## src/rtl/sysstack_ctrl.sv

```systemverilog
module sysstack_ctrl #(
  parameter int AW = 16,
  parameter int DW = 16,
  parameter logic [AW-1:0] RST_SP  = 16'hFBFE,
  parameter logic [AW-1:0] RST_OVL = 16'hFA00,
  parameter logic [AW-1:0] RST_UNL = 16'hFBFE
) (
  input  logic          clk,
  input  logic          rst_n,
  input  logic          push_req,
  input  logic          pop_req,
  input  logic [DW-1:0] push_data,
  input  logic          cfg_we,
  input  logic [2:0]    cfg_addr,
  input  logic [AW-1:0] cfg_wdata,
  output logic [AW-1:0] mem_addr,
  output logic          mem_we,
  output logic          mem_re,
  output logic [DW-1:0] mem_wdata,
  output logic [AW-1:0] sp_o,
  output logic [2:0]    size_o,
  output logic          ovf_o,
  output logic          unf_o,
  output logic          cfg_err_o
);
  localparam logic [2:0] A_SP = 3'd0, A_OVL = 3'd1, A_UNL = 3'd2, A_SIZE = 3'd3, A_CLR = 3'd4;
  localparam logic [AW-1:0] STEP = AW'(2);

  logic [AW-1:0] sp, ovl, unl, mask, sp_dn, sp_up, push_nxt, pop_nxt;
  logic [2:0]    size;
  logic          ovf, unf, cerr, go_push, go_pop;

  always_comb begin
    case (size)
      3'b000:  mask = AW'(16'h01FF);
      3'b001:  mask = AW'(16'h00FF);
      3'b010:  mask = AW'(16'h007F);
      3'b011:  mask = AW'(16'h003F);
      3'b100:  mask = AW'(16'h03FF);
      default: mask = '1;
    endcase
  end

  assign sp_dn    = sp - STEP;
  assign sp_up    = sp + STEP;
  assign push_nxt = (sp & ~mask) | (sp_dn & mask);
  assign pop_nxt  = (sp & ~mask) | (sp_up & mask);

  assign go_push = push_req & ~pop_req & ~cfg_we;
  assign go_pop  = pop_req & ~push_req & ~cfg_we;

  assign mem_we    = go_push;
  assign mem_re    = go_pop;
  assign mem_addr  = go_push ? push_nxt : sp;
  assign mem_wdata = push_data;

  assign sp_o      = sp;
  assign size_o    = size;
  assign ovf_o     = ovf;
  assign unf_o     = unf;
  assign cfg_err_o = cerr;

  always_ff @(posedge clk or negedge rst_n) begin
    if (!rst_n) begin
      sp   <= RST_SP;
      ovl  <= RST_OVL;
      unl  <= RST_UNL;
      size <= 3'b000;
      ovf  <= 1'b0;
      unf  <= 1'b0;
      cerr <= 1'b0;
    end else if (cfg_we) begin
      case (cfg_addr)
        A_SP:   sp  <= {cfg_wdata[AW-1:1], 1'b0};
        A_OVL:  ovl <= cfg_wdata;
        A_UNL:  unl <= cfg_wdata;
        A_SIZE: begin
          if (cfg_wdata[2:0] == 3'b101 || cfg_wdata[2:0] == 3'b110) cerr <= 1'b1;
          else size <= cfg_wdata[2:0];
        end
        A_CLR: begin
          if (cfg_wdata[0]) ovf  <= 1'b0;
          if (cfg_wdata[1]) unf  <= 1'b0;
          if (cfg_wdata[2]) cerr <= 1'b0;
        end
        default: ;
      endcase
    end else if (go_push) begin
      sp <= push_nxt;
      if (push_nxt < ovl) ovf <= 1'b1;
    end else if (go_pop) begin
      sp <= pop_nxt;
      if (pop_nxt > unl) unf <= 1'b1;
    end
  end
endmodule


```

## config.mk

```make
export PLATFORM = sky130hd
export DESIGN_NAME = sysstack_ctrl
export DESIGN_NICKNAME = d
export VERILOG_FILES = /design/src/rtl/sysstack_ctrl.sv
export SDC_FILE = /design/constraint.sdc
export NUM_CORES = 1
export LEC_CHECK = 0
export ABC_AREA = 1
export BUFFER_PORTS_ARGS = -buffer_cell sky130_fd_sc_hd__buf_2
export CORE_MARGIN = 2
export CORE_UTILIZATION = 60
export DETAILED_ROUTE_END_ITERATION = 6
export MAX_ROUTING_LAYER = met4
export PLACE_DENSITY = 0.95
export SYNTH_ARGS = -nofsm -noshare
export SYNTH_HDL_FRONTEND = slang
export SYNTH_SLANG_ARGS = --single-unit
```

## constraint.sdc

```tcl
create_clock -name clk -period 7.05 [get_ports clk]
set_input_delay 2.115 -clock clk [delete_from_list [all_inputs] [get_ports clk]]
set_output_delay 2.115 -clock clk [all_outputs]
set_load 0.02 [all_outputs]
```

==> flow_metrics.tcl <==
set metrics [dict create \
    grt_pass1_wl_um 18040 \
    post-route-period-util 0.8395 \
    cts_buffers 5 \
    rrSetupSlack_ns 4.14 \
    cts_tree "built" \
    async_flop_share 1.000 \
    hp-class "register to register" \
    slowest_delay_ns 0.77 \
    post-cts-setup-buffers 0 \
    syn_inst 589 \
    synth_top_area_frac 0.2098 \
    status "complete, no violations" \
    start_util 0.6233 \
    htree_levels 2 \
    post-place-cells 716 \
    synth_seq_area_share 0.3215 \
    layout-drive-gt1-share 0.2293 \
    r2r_cells 12 \
    synth-edff-count 0 \
    drt-initial-drc-count 378 \
    hold_violations 0 \
    die_area_sq_um 7786 \
    cp.arrival_ns 3.80 \
    ant_nets 0 \
    grt_usage 0.3093 \
    syn_area_sq_um 4258 \
    reg2reg_from "sp_o[1]" \
    fp.dieH_um 88.24 \
    rsz0062_at_grt "false" \
    synth_cell_type_count 40 \
    cts.sinks 53 \
    vias_per_cell 5.649 \
    place.gp.congestion 0.9571 \
    area_growth_pct 6.876 \
    start_kind "input pin" \
    setup_violations 0 \
    worst_slack_ns 1.132 \
    cts_resized 0 \
    drv_cap 0 \
    synth_commonest_cells "147 x nand2_1, 81 x inv_1, 44 x o21ai_0, 35 x nand3_1, 34 x dfstp_2" \
    critPathMostFrequentCell "buf_2" \
    startpoint "cfg_we" \
    power_leakage_nw 2.279 \
    required_ns 4.93 \
    whs_ns 0.4837 \
    pre_cts_ws_ns 1.194 \
    cts_root_buf "clkbuf_8" \
    endpoint "mem_addr[14]" \
    place_area_sq_um 4457 \
    clkLatencyLatePin_ns 0.32 \
    instances_no_fill 724 \
    synth_seq_cells 53 \
    cts.path.max_buffers 2 \
    tns_ns 0 \
    post-dp-hpwl_um 8533 \
    yosysWarnings 0 \
    clock.fmax_mhz 169.0 \
    r2r-end "unf_o" \
    grt_pass1_vias 3794 \
    synthFlopType "dfstp_2" \
    avgRoutedWirePerCell_um 15.49 \
    end_kind "output port" \
    fillCellCount 591 \
    grt_antenna_before_repair 0 \
    overflow 0 \
    final_nets 699 \
    grt_max_degree 54 \
    final-max-slew-violation-count 0 \
    vdd.ir_drop.worst_v 0.0001364 \
    ys_top_cells_by_area "dfstp_2 21%, nand2_1 13%, dfrtp_1 11%, ha_1 9.4%, inv_1 7.1%" \
    cellPowerDensity_nw_per_um2 263.8 \
    syn_avg_cell_area_sq_um 7.229 \
    fp-row-count 30 \
    crit_type "input pin to output port" \
    finalClockSkew_ns 0.005471 \
    synth.largest_area_cell "dfstp_2" \
    drc_errors 0 \
    finalWirelength_um 11210 \
    place.port_buffers 61 \
    core_area_sq_um 6832 \
    fin_area_sq_um 4551 \
    io-pin-count 96 \
    crit_slowest_cell "nor2_2" \
    final.min_clock_period_ns 5.918 \
    diodes 0 \
    yosysMostFrequentCell "nand2_1" \
    clk_pin_slew_ns 0.11 \
    crit_path_max_fanout 21 \
    worst_slew_pin_slew_ns 0.9052 \
    ctsHoldBuffers 0 \
    firstDrtPassIters 5 \
    path_cells "buf_2 -> nor2_2 -> buf_4 -> nand2_1 -> o21ai_1 -> buf_2" \
    num_vias 4090 \
    die_w_um 88.24 \
    relSlewSlack 0.3959 \
]
==> where the power goes <==
part           internal (mW)  leakage (nW)  total (mW)  switching [mW]
clock                 0.0722        0.0447       0.192           0.120
sequential             0.393         0.591       0.460          0.0668
combinational          0.189          1.64       0.548           0.359
total                  0.655          2.28        1.20           0.545
==> per-stage QoR <==
stage	power, mW	utilization
3_3_place_gp	0.9765	0.6524
2_1_floorplan	0.8550	-
6_report	1.200	0.6661
5_1_grt	1.280	0.6661
4_1_cts	1.190	0.6661
3_5_place_dp	1.000	0.6524
==> how the worst min path moves through the flow <==
stage	depth (start not counted)	start	to
finish	2	unl[4]	unl[4]
global route	2	ovl[14]	ovl[14]
CTS	2	ovl[11]	ovl[11]
detailed placement	2	unl[4]	unl[4]
global placement	2	ovl[12]	ovl[12]
floorplan	2	ovl[0]	ovl[0]
==> per-layer routing <==
metal | share of wire | GRT usage | up-vias
li1 | - | - | 1973
met1 | 0.44 | 0.4245 | 1879
met2 | 0.46 | 0.4778 | 214
met3 | 0.087 | 0.04478 | 24
met4 | 0.020 | 0.09366 | 0
met5 | 0 | - | -
==> critical path: cells and delay by family <==
family	cells	cell delay (ns)
AND/OR/NAND/NOR	2	0.85
AO/OA/AOI/OAI	1	0.07
buffers and inverters	3	0.76
==> final cells by class <==
cell class | count | area, sq um | share of cell area
timing repair buffer | 63 | 320.3 | 0.07039
inverter | 92 | 352.8 | 0.07754
multi-input combinational | 412 | 2295 | 0.5043
sequential | 53 | 1369 | 0.3008
clock inverter | 3 | 25.02 | 0.005499
tap | 96 | 120.1 | 0.02640
clock buffer | 5 | 68.82 | 0.01512
==> placed cells by master (no fill, tap or decap), types with 2 or more instances in the layout <==
cell / count
a21oi_1: 24
buf_2: 61
buf_4: 2
clkbuf_8: 5
conb_1: 2
dfrtp_1: 19
dfstp_2: 34
ha_1: 32
inv_1: 81
inv_2: 7
inv_4: 3
nand2_1: 147
nand2_2: 3
nand3_1: 35
nand3_2: 6
nand4_1: 9
nor2_1: 28
nor2_2: 7
nor2_4: 5
nor3_1: 9
o211ai_1: 2
o21a_1: 2
o21ai_0: 44
o21ai_1: 30
o21ai_2: 3
o221ai_1: 2
xor2_1: 12
==> cells by family after synthesis <==
family,share of synthesized area
AND/OR/NAND/NOR,0.2789
other,0.0008807
buffers and inverters,0.1405
flip-flops,0.3215
adder cells (fa/ha/maj),0.09403
AO/OA/AOI/OAI,0.1396
XOR/XNOR,0.02468
==> sequential cells by signal, summed over array words and instances (netlist names) <==
register / flops
unf_o: 1
unl: 16
ovf_o: 1
size_o: 3
sp_o: 15
cfg_err_o: 1
ovl: 16
Power figures use the tool's default switching activity.
